==> config.mk <==
export PLATFORM = sky130hd
export DESIGN_NAME = twa_assist
export DESIGN_NICKNAME = d
export VERILOG_FILES = /design/src/rtl/twa_pkg.sv /design/src/rtl/twa_regfile.sv /design/src/rtl/twa_l1_ptr.sv /design/src/rtl/twa_l2_unit.sv /design/src/rtl/twa_assist.sv
export SDC_FILE = /design/constraint.sdc
export NUM_CORES = 1
export LEC_CHECK = 0
export BUFFER_PORTS_ARGS = -buffer_cell sky130_fd_sc_hd__buf_2
export CELL_PAD_IN_SITES_DETAIL_PLACEMENT = 2
export CELL_PAD_IN_SITES_GLOBAL_PLACEMENT = 2
export CORE_AREA = 2 2 132 134
export DETAILED_ROUTE_END_ITERATION = 10
export DIE_AREA = 0 0 134 136
export PLACE_DENSITY = 0.82
export SYNTH_ARGS = -nofsm -noshare
export SYNTH_HDL_FRONTEND = slang
export SYNTH_SLANG_ARGS = --single-unit
==> constraint.sdc <==
create_clock -name clk -period 1.55 [get_ports clk]
set_clock_uncertainty 0.15 [all_clocks]
set_input_delay 0.31 -clock clk [delete_from_list [all_inputs] [get_ports clk]]
set_output_delay 0.31 -clock clk [all_outputs]
set_load 0.02 [all_outputs]
==> src/rtl/twa_pkg.sv <==
// Package: shared register-select encoding for the table walk assist.
// Assumes a two-bit select shared by the write and read ports.
package twa_pkg;
    typedef enum logic [1:0] {
        SEL_BASE  = 2'd0,
        SEL_EPN   = 2'd1,
        SEL_WALK  = 2'd2,
        SEL_L1PTR = 2'd3
    } twa_sel_e;
endpackage

==> src/rtl/twa_regfile.sv <==
// Register storage for the base, the faulting address and the first-level
// descriptor. Besides the stored values it shows the values that will hold
// after the current edge, so the walk unit can load its result in the same
// cycle. Assumes one write per cycle; select 3 writes nothing.
module twa_regfile
    import twa_pkg::*;
#(
    parameter int W = 32
) (
    input  logic         clk,
    input  logic         rst_n,
    input  logic         wr_valid,
    input  logic [1:0]   wr_sel,
    input  logic [W-1:0] wr_data,
    output logic [W-1:0] base_q,
    output logic [W-1:0] epn_q,
    output logic [W-1:0] wc_q,
    output logic [W-1:0] epn_nx,
    output logic [W-1:0] wc_nx,
    output logic         walk_upd
);
    logic hit_base;
    logic hit_epn;
    logic hit_wc;

    // Decode the write target.
    always_comb begin
        hit_base = wr_valid && (twa_sel_e'(wr_sel) == SEL_BASE);
        hit_epn  = wr_valid && (twa_sel_e'(wr_sel) == SEL_EPN);
        hit_wc   = wr_valid && (twa_sel_e'(wr_sel) == SEL_WALK);
    end

    // Next-state values, used by the walk unit in the same cycle.
    always_comb begin
        epn_nx   = hit_epn ? wr_data : epn_q;
        wc_nx    = hit_wc  ? wr_data : wc_q;
        walk_upd = hit_epn || hit_wc;
    end

    // Store the three writable registers.
    always_ff @(posedge clk) begin
        if (!rst_n) begin
            base_q <= '0;
            epn_q  <= '0;
            wc_q   <= '0;
        end else begin
            if (hit_base) base_q <= wr_data;
            epn_q <= epn_nx;
            wc_q  <= wc_nx;
        end
    end
endmodule

==> src/rtl/twa_l1_ptr.sv <==
// First-level pointer: the base with its in-page bits dropped, joined with
// the directory index scaled by the descriptor size. Purely combinational.
// Assumes the scaled index fits below PAGE_SHIFT.
module twa_l1_ptr #(
    parameter int W          = 32,
    parameter int PAGE_SHIFT = 12,
    parameter int DIR_SHIFT  = 22,
    parameter int ENTRY_LOG2 = 2
) (
    input  logic [W-1:0] base,
    input  logic [W-1:0] epn,
    output logic [W-1:0] ptr
);
    localparam logic [W-1:0] PAGE_MASK = (W'(1) << PAGE_SHIFT) - W'(1);

    // Merge the table base with the scaled directory index.
    always_comb begin
        ptr = (base & ~PAGE_MASK) | ((epn >> DIR_SHIFT) << ENTRY_LOG2);
    end
endmodule

==> src/rtl/twa_l2_unit.sv <==
// Second-level descriptor address. The page-size flags in the first-level
// descriptor pick the offset: an 8 MiB page adds none, a 512 KiB page uses
// a wide stride on the upper index bits, and every other size indexes per
// 4 KiB page. The result is registered and loaded when the address or the
// descriptor is written. Assumes the descriptor's pointer is page aligned.
module twa_l2_unit #(
    parameter int W            = 32,
    parameter int PAGE_SHIFT   = 12,
    parameter int DIR_SHIFT    = 22,
    parameter int ENTRY_LOG2   = 2,
    parameter int MID_SHIFT    = 19,
    parameter int MID_STR_LOG2 = 7,
    parameter int HUGE_BIT     = 3,
    parameter int LARGE_BIT    = 2
) (
    input  logic         clk,
    input  logic         rst_n,
    input  logic         load,
    input  logic [W-1:0] epn_nx,
    input  logic [W-1:0] entry_nx,
    output logic [W-1:0] l2_q
);
    localparam int SMALL_IDX_W = DIR_SHIFT - PAGE_SHIFT;
    localparam int MID_IDX_W   = DIR_SHIFT - MID_SHIFT;
    localparam logic [W-1:0] PAGE_MASK  = (W'(1) << PAGE_SHIFT) - W'(1);
    localparam logic [W-1:0] SMALL_MASK = (W'(1) << SMALL_IDX_W) - W'(1);
    localparam logic [W-1:0] MID_MASK   = (W'(1) << MID_IDX_W) - W'(1);

    logic [W-1:0] frame;
    logic [W-1:0] off_small;
    logic [W-1:0] off_mid;
    logic [W-1:0] l2_nx;

    // Form the table frame and both candidate offsets.
    always_comb begin
        frame     = entry_nx & ~PAGE_MASK;
        off_small = ((epn_nx >> PAGE_SHIFT) & SMALL_MASK) << ENTRY_LOG2;
        off_mid   = ((epn_nx >> MID_SHIFT) & MID_MASK) << MID_STR_LOG2;
    end

    // Pick the offset by page size; the huge flag takes priority.
    always_comb begin
        if (entry_nx[HUGE_BIT])       l2_nx = frame;
        else if (entry_nx[LARGE_BIT]) l2_nx = frame | off_mid;
        else                          l2_nx = frame | off_small;
    end

    // Hold the walk result until the next relevant write.
    always_ff @(posedge clk) begin
        if (!rst_n)    l2_q <= '0;
        else if (load) l2_q <= l2_nx;
    end
endmodule

==> src/rtl/twa_assist.sv <==
// Top of the table walk address assist: register storage, first-level
// pointer, second-level walk unit and the combinational read multiplexer.
// Assumes software serialises the write, load, write-back and read steps.
module twa_assist
    import twa_pkg::*;
#(
    parameter int W            = 32,
    parameter int PAGE_SHIFT   = 12,
    parameter int DIR_SHIFT    = 22,
    parameter int ENTRY_LOG2   = 2,
    parameter int MID_SHIFT    = 19,
    parameter int MID_STR_LOG2 = 7,
    parameter int HUGE_BIT     = 3,
    parameter int LARGE_BIT    = 2
) (
    input  logic         clk,
    input  logic         rst_n,
    input  logic         wr_valid,
    input  logic [1:0]   wr_sel,
    input  logic [W-1:0] wr_data,
    input  logic [1:0]   rd_sel,
    output logic [W-1:0] rd_data
);
    logic [W-1:0] base_q;
    logic [W-1:0] epn_q;
    logic [W-1:0] wc_q;
    logic [W-1:0] epn_nx;
    logic [W-1:0] wc_nx;
    logic         walk_upd;
    logic [W-1:0] l1_ptr;
    logic [W-1:0] l2_q;

    twa_regfile #(.W(W)) u_regs (
        .clk      (clk),
        .rst_n    (rst_n),
        .wr_valid (wr_valid),
        .wr_sel   (wr_sel),
        .wr_data  (wr_data),
        .base_q   (base_q),
        .epn_q    (epn_q),
        .wc_q     (wc_q),
        .epn_nx   (epn_nx),
        .wc_nx    (wc_nx),
        .walk_upd (walk_upd)
    );

    twa_l1_ptr #(
        .W          (W),
        .PAGE_SHIFT (PAGE_SHIFT),
        .DIR_SHIFT  (DIR_SHIFT),
        .ENTRY_LOG2 (ENTRY_LOG2)
    ) u_l1 (
        .base (base_q),
        .epn  (epn_q),
        .ptr  (l1_ptr)
    );

    twa_l2_unit #(
        .W            (W),
        .PAGE_SHIFT   (PAGE_SHIFT),
        .DIR_SHIFT    (DIR_SHIFT),
        .ENTRY_LOG2   (ENTRY_LOG2),
        .MID_SHIFT    (MID_SHIFT),
        .MID_STR_LOG2 (MID_STR_LOG2),
        .HUGE_BIT     (HUGE_BIT),
        .LARGE_BIT    (LARGE_BIT)
    ) u_l2 (
        .clk      (clk),
        .rst_n    (rst_n),
        .load     (walk_upd),
        .epn_nx   (epn_nx),
        .entry_nx (wc_nx),
        .l2_q     (l2_q)
    );

    // Select the read source.
    always_comb begin
        case (twa_sel_e'(rd_sel))
            SEL_BASE:  rd_data = base_q;
            SEL_EPN:   rd_data = epn_q;
            SEL_WALK:  rd_data = l2_q;
            default:   rd_data = l1_ptr;
        endcase
    end
endmodule

# After elaboration in Yosys (flattened, before gate mapping)
# Index checks and enable logic that the tools add are counted.
[classes] n_reduce_logical=6 div=0 add_sub_neg=0 multipliers=0 magnitude_cmp=0 shifts=0 bitwise_logic=3 mux=5 n_eq_ne=4
[ops] cell="2-to-1 mux 32 bit" count=3
[ops] cell="one-hot mux 32 bit (3 select lines)" count=1
[ops] cell="bitwise OR 32 x 12 -> 32 bit" count=2
[ops] cell="bitwise OR 32 x 10 -> 32 bit" count=1
[ops] cell="2-to-1 mux 22 bit" count=1
[ops] cell="== test 2 x 1 -> 1 bit, second input constant" count=2
[ops] cell="== test 2 bit, second input constant" count=2
[ops] cell="zero test 2 bit" count=2
[ops] cell="logical AND 1 bit" count=3
[ops] cell="logical OR 1 bit" count=1
[word_totals] mem_bits_ro=0 n_memories=0 ramBits=0 register_bits=128 word_cells=24 latchBits=0 output_inout_bits=32 input_bits=39

# Depth between registers and ports, before layout
# Gate-level depths: netlist (run 1).
[depth] depth_word=6 ltp_mapped=7 mapped_depth_nobuf=4

# Cells and area by module
# Synthesis (run 1) repeated with hierarchy kept, for this count alone.
[unflattened] hier_cells=589 area_unflattened_um2=6755.2
[modules_own_cells] module="twa_regfile" cells_each=421 area_per_inst_um2=4551.9 seq_area_each_um2=1921.8 instances=1
[modules_own_cells] module="twa_l2_unit" cells_each=96 area_per_inst_um2=1144.8 seq_area_each_um2=600.6 instances=1
[modules_own_cells] module="twa_assist" cells_each=39 area_per_inst_um2=814.5 seq_area_each_um2=0.0 instances=1
[modules_own_cells] module="twa_l1_ptr" cells_each=33 area_per_inst_um2=244.0 seq_area_each_um2=0.0 instances=1

# Worst setup path after synthesis (run 1)
# No wires, ideal clock.
[synth_timing] path_type="input -> output" from="input rd_sel[0]" to="output rd_data[12]" path_slack_ns=-0.274 t_arrival_ns=1.364 n_path_buf=2 path_stages=5 t_required_ns=1.090 path_cell_list="clkbuf_1 nand2b_1 clkbuf_1 o22ai_1 nor2_1"
[synth_between] elab_chain_cells=2 word_cells_on_any_way=4 classes_between="2 x eq/ne; 1 x mux; 1 x reduce/logical"
[synth_lines] item="start, declared" line="twa_assist.sv:21" rtl="input logic [1:0] rd_sel,"
[synth_lines] item="== test 2 bit (tied with other cells)" line="twa_assist.sv:78" rtl="case (twa_sel_e'(rd_sel))"
[synth_lines] item="one-hot mux 32 bit (3 select lines) (*)" line="twa_assist.sv:78"
[synth_lines] item="end, declared" line="twa_assist.sv:22" rtl="output logic [W-1:0] rd_data"
# Every way passes the cells marked *; elsewhere a longest branch is shown, timed or not.

# Worst setup path in the final report (run 1)
[layout_timing] from="register u_regs.epn_q[23]" to="output rd_data[3]"
[layout_between] elab_chain_cells=2
[layout_lines] item="start, declared" line="twa_regfile.sv:16" rtl="output logic [W-1:0] epn_q,"
[layout_lines] item="start signal, assigned" line="twa_regfile.sv:48" rtl="epn_q <= epn_nx;"
[layout_lines] item="bitwise OR 32 x 12 -> 32 bit" line="twa_l1_ptr.sv:18" rtl="ptr = (base & ~PAGE_MASK) | ((epn >> DIR_SHIFT) << ENTRY_LOG2);"
[layout_lines] item="one-hot mux 32 bit (3 select lines)" line="twa_assist.sv:78"
# Every way passes these cells.

==> results.sh, run 1 <==
export IMPL_diodes=0
export IMPL_antenna_found_initial=0
export IMPL_hp_class="input pin to register"
export IMPL_pwr_share_clk_pct=49.2
export IMPL_rows=48
export IMPL_switching_share_pct=26.68
export IMPL_ios=71
export IMPL_cts_max_level=4
export IMPL_ant_nets=0
export IMPL_cts_buffers=17
export IMPL_min_period_ps=1925
export IMPL_route_detailed_drc=0
export IMPL_chipWidth_um=134
export IMPL_crit_path_max_fanout=2
export IMPL_cts_root_buf="clkbuf_16"
export IMPL_nets=723
export IMPL_r2r_slack_ps=110
export IMPL_grtUsageMet2_pct=47.12
export IMPL_die_area_um2=18220
export IMPL_maxCapViolations=0
export IMPL_overflow=0
export IMPL_path_cells="mux4_2 > buf_6"
export IMPL_synth_cell_types=29
export IMPL_fmax_ghz=0.5193
export IMPL_yosysSeqAreaShare_pct=45.56
export IMPL_core_um2=16880
export IMPL_cp_end_kind="output pin"
export IMPL_cts_sinks=116
export IMPL_synth_area_per_cell_um2=8.804
export IMPL_post_route_period_util_pct=124.2
export IMPL_clk_latency_ps=420
export IMPL_rsz0062_at_grt="yes"
export IMPL_max_stage_delay_ps=520
export IMPL_grtUsageTotal_pct=26.10
export IMPL_dp_cells=871
export IMPL_p_leak_uw=0.002899
export IMPL_critical_path_class="register to output pin"
export IMPL_power_density_nw_per_um2=1153
export IMPL_fin_ws_ps=-375.5
export IMPL_place_area_um2=5971
export IMPL_top_usage_layer="met2"
export IMPL_die_h_um=136
export IMPL_yosys_warnings=0
export IMPL_synth_cells=579
export IMPL_fin_util_pct=44.34
export IMPL_rr_worst_depth=4
export IMPL_path_clk_slew_ps=60
export IMPL_status="finished, violations left"
export IMPL_synth_fp_nets=618
export IMPL_viasPerCell=5.345
export IMPL_syn2layout_area_growth_pct=46.81
export IMPL_yosys_register_bits=116
export IMPL_netlist_area_um2=5097
export IMPL_num_fill_cells=1734
export IMPL_worstPathRequired_ps=1090
export IMPL_grtUsageMet1_pct=28.84
export IMPL_grt_pass1_vias=5723
export IMPL_internal_power_uw=6327
export IMPL_power_frac_comb_pct=14.1
export IMPL_final_common_cell="nand2_1"
export IMPL_slew_violations=0
export IMPL_peakVddDrop_v=0.0007639
export IMPL_grt_max_degree=42
export IMPL_slew_limit_headroom_pct=65.96
export IMPL_route_vias_total=4923
export IMPL_grt_pass1_wl_mm=34.91
export IMPL_final_cell_mix="163 x nand2_1, 83 x dfxtp_1, 59 x a21boi_0, 40 x buf_6, 36 x buf_2"
export IMPL_io_buffer_count=70
export IMPL_drive_above_1_share_pct=38.36
export IMPL_critPathArrivalTime_ps=1470
export IMPL_gp_congestion=0.7772
export IMPL_first_iter_violations=230
export IMPL_tightestPinTransition_ps=507.6
export IMPL_wl_per_cell_um=25.94
export IMPL_clk_path_buf_depth=2
export IMPL_final_cell_area_um2=7483
export IMPL_grt_use_met3_pct=4.735
export IMPL_start_util_pct=30.20
export IMPL_worstSetupStartpointType="register"
export IMPL_crit_end="rd_data[3]"
export IMPL_rr_startpoint="u_regs.wc_q[3]"
export IMPL_stdcell_count=921
export IMPL_crit_start="u_regs.epn_q[23]"
export IMPL_setup_violations=32
export IMPL_dp_slack_ps=-297.7
export IMPL_power_switching_uw=2302
export IMPL_hold_viol_final=0
export IMPL_fin_hold_ws_ps=12.54
export IMPL_cp_slowest_cell="mux4_2"
export IMPL_dr_pass1_iters=4
export IMPL_place_hpwl_mm=12.52
export IMPL_p_seq_share_pct=36.7
export IMPL_routed_wirelength_mm=23.89
export IMPL_violations="negative setup slack"
export IMPL_r2r_end="u_l2.l2_q[10]"
export IMPL_cts_tree="built"
[worst min-delay path by stage]
stage                           from                end  slack (ps)  cells after the start
finish                   wr_data[17]  u_regs.base_q[17]          10                      3
global route             wr_data[17]  u_regs.base_q[17]          30                      3
CTS                      wr_data[11]  u_regs.base_q[11]         0.5                      3
global placement    u_regs.base_q[4]   u_regs.base_q[4]         290                      2
floorplan              u_l2.l2_q[10]      u_l2.l2_q[10]         270                      2
detailed placement  u_regs.base_q[6]   u_regs.base_q[6]         300                      2
[state kept, by name (all words and copies together), names as in the netlist]
| signal | cells |
|---|---|
| u_l2.l2_q | 30 |
| u_regs.base_q | 32 |
| u_regs.epn_q | 32 |
| u_regs.wc_q | 22 |
[cells by family (layout without fill, tap and decap cells)]
| kind of cell | count (synthesis) | in the layout | synth area share, % |
|---|---|---|---|
| AND/OR/NAND/NOR | 242 | 242 | 20.45 |
| AO/OA/AOI/OAI | 133 | 133 | 18.38 |
| flip-flops | 116 | 116 | 45.56 |
| buffers and inverters | 46 | 163 | 4.688 |
| multiplexers | 41 | 41 | 10.75 |
| XOR/XNOR | 1 | 1 | 0.1719 |
[per-stage QoR]
step                setup TNS, ps  total power [uW]
global route                -6952              8880
finish                      -6195              8629
detailed placement         -13420              4076
floorplan                  -517.2              3716
CTS                         -5360              8441
global placement            -9624              4027
[per-layer routing]
| metal | vias up | share of wire, % |
|---|---|---|
| met4 | 0 | 4.1 |
| met2 | 157 | 53 |
| li1 | 2162 | - |
| met3 | 69 | 4.0 |
| met1 | 2535 | 39 |
| met5 | - | 0 |
[cells in the mapped netlist]
| cell | n | area [um2] |
|---|---|---|
| nand2_1 | 164 | 615.6 |
| dfxtp_1 | 116 | 2322 |
| a21boi_0 | 59 | 442.9 |
| nor2_1 | 42 | 157.7 |
| mux2i_1 | 30 | 300.3 |
| clkbuf_1 | 26 | 97.59 |
| a21boi_1 | 21 | 157.7 |
| and2_1 | 20 | 125.1 |
| o22ai_1 | 20 | 125.1 |
| o21ai_0 | 16 | 80.08 |
| buf_2 | 10 | 50.05 |
| mux4_2 | 10 | 225.2 |
| a22o_1 | 8 | 70.07 |
| nor2b_1 | 6 | 37.54 |
| o21ai_1 | 6 | 30.03 |
| buf_4 | 5 | 37.54 |
| buf_6 | 3 | 33.78 |
| and3b_1 | 2 | 17.52 |
| nand2b_1 | 2 | 12.51 |
| nand3b_4 | 2 | 40.04 |
| nor3b_1 | 2 | 15.01 |
| o211a_1 | 2 | 20.02 |
| a21boi_2 | 1 | 11.26 |
| buf_8 | 1 | 15.01 |
| clkbuf_2 | 1 | 5.000 |
| mux2i_4 | 1 | 22.52 |
| nor3b_2 | 1 | 12.51 |
| or3b_1 | 1 | 8.760 |
| xor2_1 | 1 | 8.760 |
[area by class of cell]
| class | count | area (um2) | area share [%] |
|---|---|---|---|
| timing repair buffer | 132 | 1251 | 16.72 |
| multi-input combinational | 417 | 2964 | 39.61 |
| sequential | 116 | 2381 | 31.82 |
| clock buffer | 20 | 446.7 | 5.969 |
| clock inverter | 11 | 158.9 | 2.123 |
| tap | 225 | 281.5 | 3.762 |
[power groups by stage]
stage / sequential [uW] / combinational, uW / clock (uW)
floorplan: 3180 / 537 / 0
global placement: 3200 / 829 / 0
detailed placement: 3210 / 869 / 0
CTS: 3160 / 1090 / 4190
global route: 3170 / 1280 / 4430
finish: 3170 / 1210 / 4250
[repair_timing]
item / 4_1_cts / 5_1_grt
setup endpoints to repair: 32 / 34
endpoints found under the hold margin: 6 / 0
gates cloned: 1 / 0
gates resized for setup: 163 / 44
pin swaps: 15 / 22
hold buffers: 5 / 0
setup buffers: 10 / 9
[critical path, delay by kind of cell, from the launching register on]
family,cells,cell delay (ps)
buffers and inverters,1,160
muxes,1,520
DFF,1,360
Note: power is estimated with default switching activity, not from simulation.
==> run 2, diff against run 1 <==
Settings changed: CORE_AREA 2 2 132 134 to 2 2 124 126, DIE_AREA 0 0 134 136 to 0 0 126 128, GPL_TIMING_DRIVEN set to 0, PLACE_DENSITY 0.82 to 0.88, RECOVER_POWER set to 100.
Clock period 1.55 ns to 1.97 ns, I/O delays scaled along.
==> results.sh, run 2 (synthesized netlist as in run 1, its figures left out) <==
export IMPL_crit_path_max_fanout=10
export IMPL_slew_violations=0
export IMPL_power_frac_comb_pct=12.3
export IMPL_worstPathRequired_ps=1430
export IMPL_nets=708
export IMPL_worstSetupStartpointType="input pin"
export IMPL_regArea_um2=2346
export IMPL_status="finished, violations left"
export IMPL_post_route_period_util_pct=101.3
export IMPL_stdcell_count=868
export IMPL_antenna_found_initial=1
export IMPL_fin_setup_tns_ps=-42.08
export IMPL_cp_end_kind="output pin"
export IMPL_p_leak_uw=0.002571
export IMPL_wl_per_cell_um=26.30
export IMPL_first_iter_violations=350
export IMPL_switching_share_pct=26.66
export IMPL_internal_power_uw=4552
export IMPL_dr_pass1_iters=4
export IMPL_rr_worst_depth=4
export IMPL_syn2layout_area_growth_pct=28.79
export IMPL_grt_pass1_wl_mm=33.99
export IMPL_drive_above_1_share_pct=28.38
export IMPL_place_hpwl_mm=13.44
export IMPL_min_path_cells=3
export IMPL_power_density_nw_per_um2=945.3
export IMPL_r2r_end="u_l2.l2_q[10]"
export IMPL_viasPerCell=5.593
export IMPL_final_common_cell="nand2_1"
export IMPL_cts_tree="built"
export IMPL_rows=45
export IMPL_grtUsageTotal_pct=28.41
export IMPL_rr_startpoint="u_regs.wc_q[3]"
export IMPL_multiInputGateArea_um2=2688
export IMPL_gp_congestion=0.7855
export IMPL_io_buffer_count=65
export IMPL_route_vias_total=4855
export IMPL_die_area_um2=16130
export IMPL_die_h_um=128
export IMPL_maxCapViolations=0
export IMPL_hold_viol_final=0
export IMPL_cts_max_level=4
export IMPL_overflow=0
export IMPL_biggestRegsByFlops="u_regs.base_q x32, u_regs.epn_q x32, u_l2.l2_q x30"
export IMPL_violations="negative setup slack"
export IMPL_cts_sinks=116
export IMPL_setup_violations=2
export IMPL_p_seq_share_pct=40.0
export IMPL_pwr_share_clk_pct=47.7
export IMPL_peakVddDrop_v=0.0005189
export IMPL_holdCritStartpoint="wr_data[17]"
export IMPL_routed_wirelength_mm=22.83
export IMPL_rsz0062_at_grt="yes"
export IMPL_core_um2=14860
export IMPL_cts_buffers=17
export IMPL_critical_path_class="input pin to output pin"
export IMPL_hp_class="input pin to register"
export IMPL_ios=71
export IMPL_diodes=0
export IMPL_chipWidth_um=126
export IMPL_min_period_ps=1996
export IMPL_power_switching_uw=1655
export IMPL_ant_nets=0
export IMPL_route_detailed_drc=0
export IMPL_clk_latency_ps=430
export IMPL_fmax_ghz=0.5009
export IMPL_clk_path_buf_depth=2
export IMPL_path_clk_slew_ps=50
export IMPL_cts_hold_buf=0
export IMPL_fin_ws_ps=-26.30
export IMPL_num_fill_cells=1598
export IMPL_grt_max_degree=17
export IMPL_fin_hold_ws_ps=97.04
export IMPL_r2r_slack_ps=350
export IMPL_cts_root_buf="clkbuf_16"
export IMPL_critPathArrivalTime_ps=1450
export IMPL_slew_limit_headroom_pct=49.56
export IMPL_start_util_pct=34.29
export IMPL_dp_cells=832
export IMPL_tightestPinTransition_ps=756.6
export IMPL_min_to="u_regs.base_q[17]"
export IMPL_final_cell_mix="163 x nand2_1, 105 x dfxtp_1, 79 x a21boi_0, 58 x buf_2, 31 x nor2_2"
export IMPL_grt_pass1_vias=5533
## run 2: cell types whose count changed in the layout (fill, tap and decap cells not counted), moves of 15 or more
cell / delta
buf_4: -19
clkbuf_1: +21
a21boi_0: +20
o22ai_4: -17
a21boi_1: -20
and2_1: -15
dfxtp_2: -19
and2_0: +15
buf_6: -33
dfxtp_1: +22
buf_2: +22
## run 2: power by group through the flow
stage	Clock, uW	Combinational (uW)	Sequential (uW)
floorplan	0	410	2500
global placement	0	617	2510
detailed placement	0	650	2520
CTS	2960	718	2480
global route	3080	807	2490
finish	2960	761	2480
## run 2: per-stage QoR
step	total power, uW	util (%)	cell area [um2]	setup WS [ps]
3_3_place_gp	3131	38.40	5708	-459.1
2_1_floorplan	2911	-	5147	0.4845
3_5_place_dp	3172	38.40	5708	-517.7
4_1_cts	6151	43.47	6461	-55.19
5_1_grt	6377	44.17	6565	-52.98
6_report	6206	44.17	6565	-26.30
## run 2: metal layers
metal | part of all wire [%] | track usage [%] | up-vias
met5 | 0.057 | 0 | -
li1 | - | - | 2129
met2 | 52 | 51.27 | 177
met1 | 40 | 32.53 | 2485
met3 | 4.1 | 5.426 | 62
met4 | 3.7 | 12.99 | 2
## run 2: how the worst max path moves through the flow
stage / from / to
final: rd_sel[1] / rd_data[31]
after global routing: rd_sel[1] / rd_data[20]
after CTS: rd_sel[1] / rd_data[31]
after detailed placement: rd_sel[0] / rd_data[31]
after global placement: rd_sel[0] / rd_data[31]
after floorplan: rd_sel[0] / rd_data[10]
## run 2: area by class of cell
| class | count | share of cell area (%) |
|---|---|---|
| Tap cell | 188 | 3.583 |
| Clock buffer | 25 | 7.547 |
| Timing Repair Buffer | 71 | 6.709 |
| Sequential cell | 116 | 35.73 |
| Clock inverter | 5 | 0.7623 |
| Multi-Input combinational cell | 417 | 40.94 |
| Buffer | 46 | 4.727 |
## run 2: what timing repair did
action                     4_1_cts  5_1_grt
cloned                           0        1
gates resized for setup         58       35
setup endpoints to repair       32       43
setup buffers                    2        3
## run 2: worst max-delay path, cell delays in order
cell,delay (ps)
clkbuf_4,160
nand2b_4,190
nand2_2,110
clkbuf_8,200
nor2_1,70
nor2_2,150
buf_4,170
